--- src/rtl/dual_adc_sync_pkg.sv ---
package dual_adc_sync_pkg;

   typedef enum logic [1:0] {
      SM_FREE = 2'd0,
      SM_JOINT = 2'd1,
      SM_SHORT = 2'd2,
      SM_LONG = 2'd3
   } sync_mode_e;

   function automatic sync_mode_e decode_mode(input logic [3:0] code);
      case (code)
         4'b0110: return SM_JOINT;
         4'b0111: return SM_SHORT;
         4'b1000: return SM_LONG;
         default: return SM_FREE;
      endcase
   endfunction

endpackage

--- src/rtl/dual_adc_sync_mode_dec.sv ---
module dual_adc_sync_mode_dec
   import dual_adc_sync_pkg::*;
#(
   parameter int MODE_W = 4
) (
   input  logic [MODE_W-1:0] code,
   output sync_mode_e        sel,
   output logic              coupled,
   output logic              spaced
);
   if (MODE_W != 4) begin : g_bad_w
      $error("dual_adc_sync_mode_dec: MODE_W must be 4");
   end

   always_comb begin
      sel     = decode_mode(code);
      coupled = (sel != SM_FREE);
      spaced  = (sel == SM_SHORT) || (sel == SM_LONG);
   end
endmodule

--- src/rtl/dual_adc_sync_seq.sv ---
module dual_adc_sync_seq
   import dual_adc_sync_pkg::*;
#(
   parameter int FAST_DLY = 7,
   parameter int SLOW_DLY = 14
) (
   input  logic       clk,
   input  logic       rst_n,
   input  sync_mode_e sel,
   input  logic       coupled,
   input  logic       mst_trig_en,
   input  logic       slv_trig_en,
   input  logic       mst_ext_trig,
   input  logic       slv_ext_trig,
   output logic       mst_start,
   output logic       slv_start
);
   localparam int MAX_DLY = (SLOW_DLY > FAST_DLY) ? SLOW_DLY : FAST_DLY;
   localparam int CNT_W   = (MAX_DLY < 2) ? 1 : $clog2(MAX_DLY);

   if (FAST_DLY < 1 || SLOW_DLY < 1) begin : g_bad_dly
      $error("dual_adc_sync_seq: spacing delays must be at least 1");
   end

   logic             pending;
   logic [CNT_W-1:0] cnt;
   logic             accept;

   assign accept = mst_ext_trig & mst_trig_en & slv_trig_en;

   always_ff @(posedge clk or negedge rst_n) begin
      if (!rst_n) begin
         mst_start <= 1'b0;
         slv_start <= 1'b0;
         pending   <= 1'b0;
         cnt       <= '0;
      end else begin
         mst_start <= 1'b0;
         slv_start <= 1'b0;
         if (pending) begin
            if (cnt == '0) begin
               slv_start <= 1'b1;
               pending   <= 1'b0;
            end else begin
               cnt <= cnt - 1'b1;
            end
         end else if (coupled) begin
            if (accept) begin
               mst_start <= 1'b1;
               case (sel)
                  SM_JOINT: slv_start <= 1'b1;
                  SM_SHORT: begin
                     pending <= 1'b1;
                     cnt     <= CNT_W'(FAST_DLY - 1);
                  end
                  SM_LONG: begin
                     pending <= 1'b1;
                     cnt     <= CNT_W'(SLOW_DLY - 1);
                  end
                  default: ;
               endcase
            end
         end else begin
            mst_start <= mst_ext_trig & mst_trig_en;
            slv_start <= slv_ext_trig & slv_trig_en;
         end
      end
   end
endmodule

--- src/rtl/dual_adc_sync_pack.sv ---
module dual_adc_sync_pack
   import dual_adc_sync_pkg::*;
#(
   parameter int RES_W = 16
) (
   input  logic               clk,
   input  logic               rst_n,
   input  sync_mode_e         sel,
   input  logic               coupled,
   input  logic               spaced,
   input  logic               dma_en,
   input  logic               mst_done,
   input  logic [RES_W-1:0]   mst_data,
   input  logic               slv_done,
   input  logic [RES_W-1:0]   slv_data,
   output logic [2*RES_W-1:0] comb_data,
   output logic               comb_valid
);
   localparam int WORD_W = 2 * RES_W;

   if (RES_W < 1 || WORD_W > 64) begin : g_bad_res
      $error("dual_adc_sync_pack: RES_W out of range");
   end

   logic got_m, got_s;
   logic have_m, have_s;

   assign have_m = got_m | mst_done;
   assign have_s = got_s | slv_done;

   always_ff @(posedge clk or negedge rst_n) begin
      if (!rst_n) begin
         comb_data  <= '0;
         comb_valid <= 1'b0;
         got_m      <= 1'b0;
         got_s      <= 1'b0;
      end else begin
         comb_valid <= 1'b0;
         if (mst_done)
            comb_data[RES_W-1:0] <= mst_data;
         if (slv_done && coupled)
            comb_data[WORD_W-1:RES_W] <= slv_data;
         if (sel == SM_JOINT) begin
            if (have_m && have_s) begin
               comb_valid <= dma_en;
               got_m      <= 1'b0;
               got_s      <= 1'b0;
            end else begin
               got_m <= have_m;
               got_s <= have_s;
            end
         end else begin
            got_m <= 1'b0;
            got_s <= 1'b0;
            if (spaced && slv_done)
               comb_valid <= dma_en;
         end
      end
   end
endmodule

--- src/rtl/dual_adc_sync.sv ---
module dual_adc_sync
   import dual_adc_sync_pkg::*;
#(
   parameter int MODE_W   = 4,
   parameter int RES_W    = 16,
   parameter int FAST_DLY = 7,
   parameter int SLOW_DLY = 14
) (
   input  logic               clk,
   input  logic               rst_n,
   input  logic [MODE_W-1:0]  mode,
   input  logic               mst_trig_en,
   input  logic               slv_trig_en,
   input  logic               dma_en,
   input  logic               mst_ext_trig,
   input  logic               slv_ext_trig,
   input  logic               mst_done,
   input  logic [RES_W-1:0]   mst_data,
   input  logic               slv_done,
   input  logic [RES_W-1:0]   slv_data,
   output logic               mst_start,
   output logic               slv_start,
   output logic [2*RES_W-1:0] comb_data,
   output logic               comb_valid
);
   sync_mode_e sel;
   logic       coupled, spaced;

   dual_adc_sync_mode_dec #(.MODE_W(MODE_W)) u_dec (
      .code    (mode),
      .sel     (sel),
      .coupled (coupled),
      .spaced  (spaced)
   );

   dual_adc_sync_seq #(.FAST_DLY(FAST_DLY), .SLOW_DLY(SLOW_DLY)) u_seq (
      .clk          (clk),
      .rst_n        (rst_n),
      .sel          (sel),
      .coupled      (coupled),
      .mst_trig_en  (mst_trig_en),
      .slv_trig_en  (slv_trig_en),
      .mst_ext_trig (mst_ext_trig),
      .slv_ext_trig (slv_ext_trig),
      .mst_start    (mst_start),
      .slv_start    (slv_start)
   );

   dual_adc_sync_pack #(.RES_W(RES_W)) u_pack (
      .clk        (clk),
      .rst_n      (rst_n),
      .sel        (sel),
      .coupled    (coupled),
      .spaced     (spaced),
      .dma_en     (dma_en),
      .mst_done   (mst_done),
      .mst_data   (mst_data),
      .slv_done   (slv_done),
      .slv_data   (slv_data),
      .comb_data  (comb_data),
      .comb_valid (comb_valid)
   );
endmodule

--- config.mk ---
export PLATFORM = sky130hd
export DESIGN_NAME = dual_adc_sync
export DESIGN_NICKNAME = d
export VERILOG_FILES = /design/src/rtl/dual_adc_sync_pkg.sv /design/src/rtl/dual_adc_sync_mode_dec.sv /design/src/rtl/dual_adc_sync_seq.sv /design/src/rtl/dual_adc_sync_pack.sv /design/src/rtl/dual_adc_sync.sv
export SDC_FILE = /design/constraint.sdc
export NUM_CORES = 1
export LEC_CHECK = 0
export ABC_AREA = 0
export BUFFER_PORTS_ARGS = -buffer_cell sky130_fd_sc_hd__buf_2
export CAP_MARGIN = 20
export CELL_PAD_IN_SITES_DETAIL_PLACEMENT = 0
export CELL_PAD_IN_SITES_GLOBAL_PLACEMENT = 1
export CORE_ASPECT_RATIO = 2
export CORE_MARGIN = 5
export CORE_UTILIZATION = 36
export DETAILED_ROUTE_END_ITERATION = 7
export GPL_TIMING_DRIVEN = 0
export HOLD_SLACK_MARGIN = 0.15
export MAX_ROUTING_LAYER = met4
export PLACE_DENSITY = 0.87
export SYNTH_ARGS = -nofsm -noshare
export SYNTH_HDL_FRONTEND = slang
export SYNTH_SLANG_ARGS = --single-unit
--- constraint.sdc ---
create_clock -name clk -period 1.73 [get_ports clk]
set_clock_uncertainty 0.2 [all_clocks]
set_input_delay 0.0865 -clock clk [delete_from_list [all_inputs] [get_ports clk]]
set_output_delay 0.0865 -clock clk [all_outputs]
set_load 0.03 [all_outputs]
==> metrics.csv, run 1 <==
metric;value;unit
synth-simple-area-share;8.09;%
num_vias;1599;
setup_viol;0;
htree_levels;2;
regToRegSetupSlack;0.07;ns
drive_gt1_share;47.8;%
grt_pass1_wl;7690;microns
detail-route-antenna-nets;0;
yosysTopAreaCellShare;58.1;%
insertedDiodeCount;0;
synth_compound_area_share;8.09;%
period_share;99.3;%
drtIter0Drc;65;
powerDensity;1030;nW/um^2
final_cell_area;2980;sq um
dp_cells;259;
clockBufferDepth;2;
synth_top_family_by_area;multiplexers;
maxCapViolations;0;
path_cells;buf_2, nor4b_4, buf_4, o21ai_4, buf_12, mux2_2, dlygate4sd3_1;
maxSlewHeadroom;37.9;%
fin_total_pwr;0.00306;W
postSynthCellCount;124;
endpoint_kind;flop;
overflow;0;
synthAdderAreaFrac;0.691;%
grt_max_degree;43;
clk_pin_slew_worst_paths;0.09;ns
cpMaxStageDelayCell;dlygate4sd3_1;
ios;80;
synthMuxAreaShare;22.5;%
clockPowerShare;21.1;%
final_core_util;61.2;%
core_region_area;4860;sq um
initial_utilization;37.2;%
seq_area_frac_synth;58.1;%
synth_xor_area_share;0.484;%
drc;0;
hold_path.class;in -> reg;
finalHoldViolCount;0;
cts_sinks;42;
yosysUniqueCellTypes;34;
start_kind;input port;
fin_crit;1.72;ns
cp.required;1.71;ns
p_leak;1.43;nW
status;finished, final reports clean;
wl_per_cell;15.2;microns
grt_pass1_vias;1715;
pwr-share-comb;36.4;%
hpwlAfterDp;3180;microns
yosysTopAreaCell;dfrtp_1;
critical_path_class;in -> reg;
fmax;582;MHz
syn_area;1810;sq um
track_usage;15.8;%
finish.net_count;313;
p_sw_share;35.4;%
cts_tree;yes;
holdBufCountCts;56;
area_delta_synth_final;64.3;%
synth.area.top_cells;dfrtp_1 (58%), mux2_2 (14%), mux2_4 (8.3%);
drtPass1Iterations;4;
fp-row-count;36;
dp_slack;-0.0266;ns
synth_nets;170;
fillers;399;
avgSynthCellArea;14.6;sq um
die_y;110;microns
irDropWorstVdd;0.674;mV
cts_buffers;5;
intPower;0.00198;W
antenna_found_initial;0;
power.switching;0.00108;W
p_seq_share;42.5;%
cp_data_arrival_time;1.70;ns
io_buffers;78;
synth.yosys.warnings;0;
ys_ff_latch;42;
final_cells;325;
timing.final.ws_setup;0.0120;ns
worst_pin_slew;0.931;ns
critPathMaxStageDelay;0.55;ns
die_x;60.1;microns
drt-total-wl;4940;microns
viasPerCell;4.92;
root_buffer;clkbuf_8;
slew_viol_final;0;
clock_latency;0.29;ns
die-area;6630;sq um
dpl_cell_area;2270;sq um
path_max_fanout;7;
place_congestion;0.874;
state kept, by name, indices dropped and copies added (netlist names):
| register | count |
|---|---|
| u_pack.comb_data | 32 |
| u_seq.mst_start | 1 |
| u_pack.got_m | 1 |
| u_seq.pending | 1 |
| u_seq.cnt | 4 |
| u_seq.slv_start | 1 |
| u_pack.got_s | 1 |
| u_pack.comb_valid | 1 |
worst max-delay path: cells and delay by family:
family	cells	cell delay [ns]
buf+inv	4	1.01
simple gates	1	0.26
mux	1	0.26
compound gates	1	0.07
final timing paths:
check | end | depth (start not counted) | start
setup / recovery | u_pack.comb_data[26] | 7 | mode[1]
hold / removal | u_pack.comb_data[27] | 4 | slv_done
setup reg to reg | u_seq.slv_start | 5 | u_seq.cnt[0]
hold reg to reg | u_pack.got_s | 1 | u_pack.got_m
max in group asynchronous | u_pack.comb_data[3] | 2 | rst_n
min in group asynchronous | u_seq.slv_start | 2 | rst_n
cell usage in the layout, fill, tap and decap left out, drive strengths merged, types with 2 or more instances in the layout:
cell | synthesis | routed
clkbuf | 3 | 8
nand4b | 3 | 3
a22oi | 2 | 2
a31oi | 2 | 2
mux2 | 32 | 32
dfrtp | 42 | 42
clkinvlp | 0 | 2
o21ai | 6 | 6
o221ai | 2 | 2
buf | 1 | 82
a21oi | 2 | 2
nor2 | 3 | 3
nor3 | 2 | 2
dlygate4sd3 | 0 | 55
a21boi | 2 | 2
inv | 4 | 5
nor4b | 2 | 2
power groups by stage:
stage	clock (W)	sequential, W	combinational [W]
4_1_cts	0.000681	0.00129	0.00110
2_1_floorplan	0	0.00157	0.000380
3_5_place_dp	0	0.00130	0.000968
5_1_grt	0.000710	0.00133	0.00120
6_report	0.000645	0.00130	0.00111
3_3_place_gp	0	0.00129	0.000951
what timing repair did:
action,4_1_cts,5_1_grt
endpoints found under the hold margin,84,1
resized for setup,1,6
setup buffers,0,3
setup endpoints to repair,2,10
pin swaps,0,2
cloned,0,0
cell families after synthesis:
kind of cell               Yosys count
AOI/OAI and AO/OA                   20
xor gates and xnor gates             1
adders and majority gates            1
buffers and inverters                8
DFF                                 42
muxes                               33
and+or+nand+nor                     19
cells in the mapped netlist, drive strengths merged:
cell type / number
a21boi: 2
a21o: 1
a21oi: 2
a22oi: 2
a31oi: 2
and3: 1
and3b: 1
and4bb: 1
buf: 1
clkbuf: 3
dfrtp: 42
ha: 1
inv: 4
mux2: 32
mux2i: 1
nand2: 1
nand2b: 1
nand3: 1
nand4b: 3
nor2: 3
nor2b: 1
nor3: 2
nor3b: 1
nor4b: 2
o2111a: 1
o211ai: 1
o21ai: 6
o221ai: 2
o311ai: 1
or4b: 1
xnor2: 1
cell type report:
type	count	area, sq um	area share [%]
plain buffers	4	22.5	0.757
multi-input cells	74	747	25.1
clock inverters	3	23.8	0.799
flip-flops and latches	42	1050	35.3
clock buffers	5	68.8	2.31
well taps	57	71.3	2.40
repair buffers	136	976	32.8
inverters	4	15.0	0.505
routing by layer:
layer	vias up	share of wire (%)	GRT usage [%]
met5	-	0	-
met4	0	1.8	6.34
met3	8	6.3	2.68
met2	65	56	29.1
met1	785	36	15.8
li1	741	-	-
stage by stage:
step	TNS (ns)	hold WS, ns
after CTS	0	0.158
after detailed placement	-0.0266	0.0895
after floorplan	0	-0.409
final	0	0.0959
after global placement	-0.0510	0.0825
after global routing	-0.00469	0.0804
Power figures use the tool's default switching activity.
==> inputs of run 2 (changes only) <==
--- a/config.mk
+++ b/config.mk
@@ -6,18 +6,18 @@
 export NUM_CORES = 1
 export LEC_CHECK = 0
 export ABC_AREA = 0
-export BUFFER_PORTS_ARGS = -buffer_cell sky130_fd_sc_hd__buf_2
 export CAP_MARGIN = 20
 export CELL_PAD_IN_SITES_DETAIL_PLACEMENT = 0
 export CELL_PAD_IN_SITES_GLOBAL_PLACEMENT = 1
 export CORE_ASPECT_RATIO = 2
 export CORE_MARGIN = 5
-export CORE_UTILIZATION = 36
+export CORE_UTILIZATION = 48
 export DETAILED_ROUTE_END_ITERATION = 7
+export DONT_BUFFER_PORTS = 1
 export GPL_TIMING_DRIVEN = 0
 export HOLD_SLACK_MARGIN = 0.15
 export MAX_ROUTING_LAYER = met4
-export PLACE_DENSITY = 0.87
+export PLACE_DENSITY = 0.86
 export SYNTH_ARGS = -nofsm -noshare
 export SYNTH_HDL_FRONTEND = slang
 export SYNTH_SLANG_ARGS = --single-unit
==> metrics.csv, run 2 (synthesized netlist as in run 1, its figures left out) <==
metric;value;unit
status;finished, final reports clean;
powerDensity;1130;nW/um^2
place_congestion;0.730;
finish.net_count;226;
track_usage;18.8;%
die-area;5170;sq um
clk_pin_slew_worst_paths;0.07;ns
irDropWorstVdd;0.900;mV
root_buffer;clkbuf_8;
cts_tree;yes;
cp_data_arrival_time;1.66;ns
overflow;0;
initial_utilization;49.7;%
drc;0;
hold_ws;0.125;ns
wl_per_cell;19.0;microns
drtPass1Iterations;4;
drt-total-wl;4350;microns
hold_path.class;in -> reg;
largest_reg_flops;32;
detail-route-antenna-nets;0;
drive_gt1_share;25.0;%
fmax;595;MHz
die_y;96.9;microns
worst-path-buf-inv;2;
grt_max_degree;43;
antenna_found_initial;0;
drtIter0Drc;36;
grt_pass1_wl;6960;microns
cp.required;1.70;ns
maxCapViolations;0;
cts_setup_buffers;0;
start_kind;input port;
insertedDiodeCount;0;
period_share;97.1;%
die_x;53.4;microns
final_cell_mix;dlygate4sd3_1 (48), dfrtp_1 (42), mux2_2 (22), mux2_4 (10);
area_delta_synth_final;36.2;%
core_region_area;3650;sq um
ios;80;
fp-row-count;31;
maxSlewHeadroom;65.4;%
cp_top_family;buffers and inverters;
critPathMaxStageDelay;0.63;ns
path_max_fanout;10;
clock_latency;0.29;ns
cts_sinks;42;
tns;0;ns
slew_viol_final;0;
cts_buffers;5;
grt_pass1_vias;1489;
cpMaxStageDelayCell;dlygate4sd3_1;
critical_path_class;in -> reg;
path_cells;nor4b_4, dlygate4sd3_1, o21ai_4, buf_6, mux2_4;
setup_viol;0;
reg_top3;u_pack.comb_data x32, u_seq.cnt x4;
final_common_cell;dlygate4sd3_1;
htree_levels;2;
fin_crit;1.68;ns
num_vias;1265;
p_leak;1.06;nW
hpwlAfterDp;2910;microns
viasPerCell;5.52;
worst_pin_slew;0.519;ns
largest_register;u_pack.comb_data;
fin_total_pwr;0.00280;W
regToRegSetupSlack;0.13;ns
finalHoldViolCount;0;
endpoint_kind;flop;
clockBufferDepth;2;
io_buffers;0;
[run 2: repair_timing]
action | in CTS | in global routing
endpoints found under the hold margin | 84 | 0
gates resized for setup | 1 | 2
hold buffers | 49 | 0
setup endpoints to repair | 1 | 1
[run 2: area by class of cell]
type	instances	area [sq um]
buffer	4	22.5
clock buffer	6	72.6
clock inverter	1	7.51
fill	280	1180
inverter	4	15.0
multi-input combinational	74	736
sequential	42	1050
tap	49	61.3
timing repair buffer	49	500
[run 2: path summary, 6_finish.rpt]
kind,from,endpoint,cells past startpoint
min reg2reg,u_pack.got_m,u_pack.got_s,1
min in group asynchronous,rst_n,u_pack.comb_data[7],3
min,mst_done,u_pack.got_s,2
max reg2reg,u_seq.cnt[0],u_seq.slv_start,5
max,mode[3],u_pack.comb_data[17],5
max in group asynchronous,rst_n,u_seq.mst_start,3
[run 2: per-stage QoR]
step / area (sq um) / utilization, % / std cells / setup WS, ns
6_report: 2470 / 67.6 / 229 / 0.0495
5_1_grt: 2470 / 67.6 / 229 / -0.0282
4_1_cts: 2460 / 67.4 / 229 / 0.0523
3_5_place_dp: 1870 / 51.3 / 173 / 0.0234
3_3_place_gp: 1870 / 51.3 / 173 / 0.0213
2_1_floorplan: 1810 / - / 124 / 0.193
[run 2: where the power goes]
group / switching (W) / total [W] / internal (W)
registers: 0.000451 / 0.00162 / 0.00117
clock network: 0.000312 / 0.000589 / 0.000277
logic: 0.000236 / 0.000587 / 0.000350
[run 2: per-layer routing]
layer | up-vias | GRT usage, % | share of wire (%)
li1 | 568 | - | -
met1 | 629 | 19.1 | 33
met2 | 56 | 30.9 | 55
met3 | 12 | 6.46 | 8.4
met4 | 0 | 8.66 | 3.4
met5 | - | - | 0
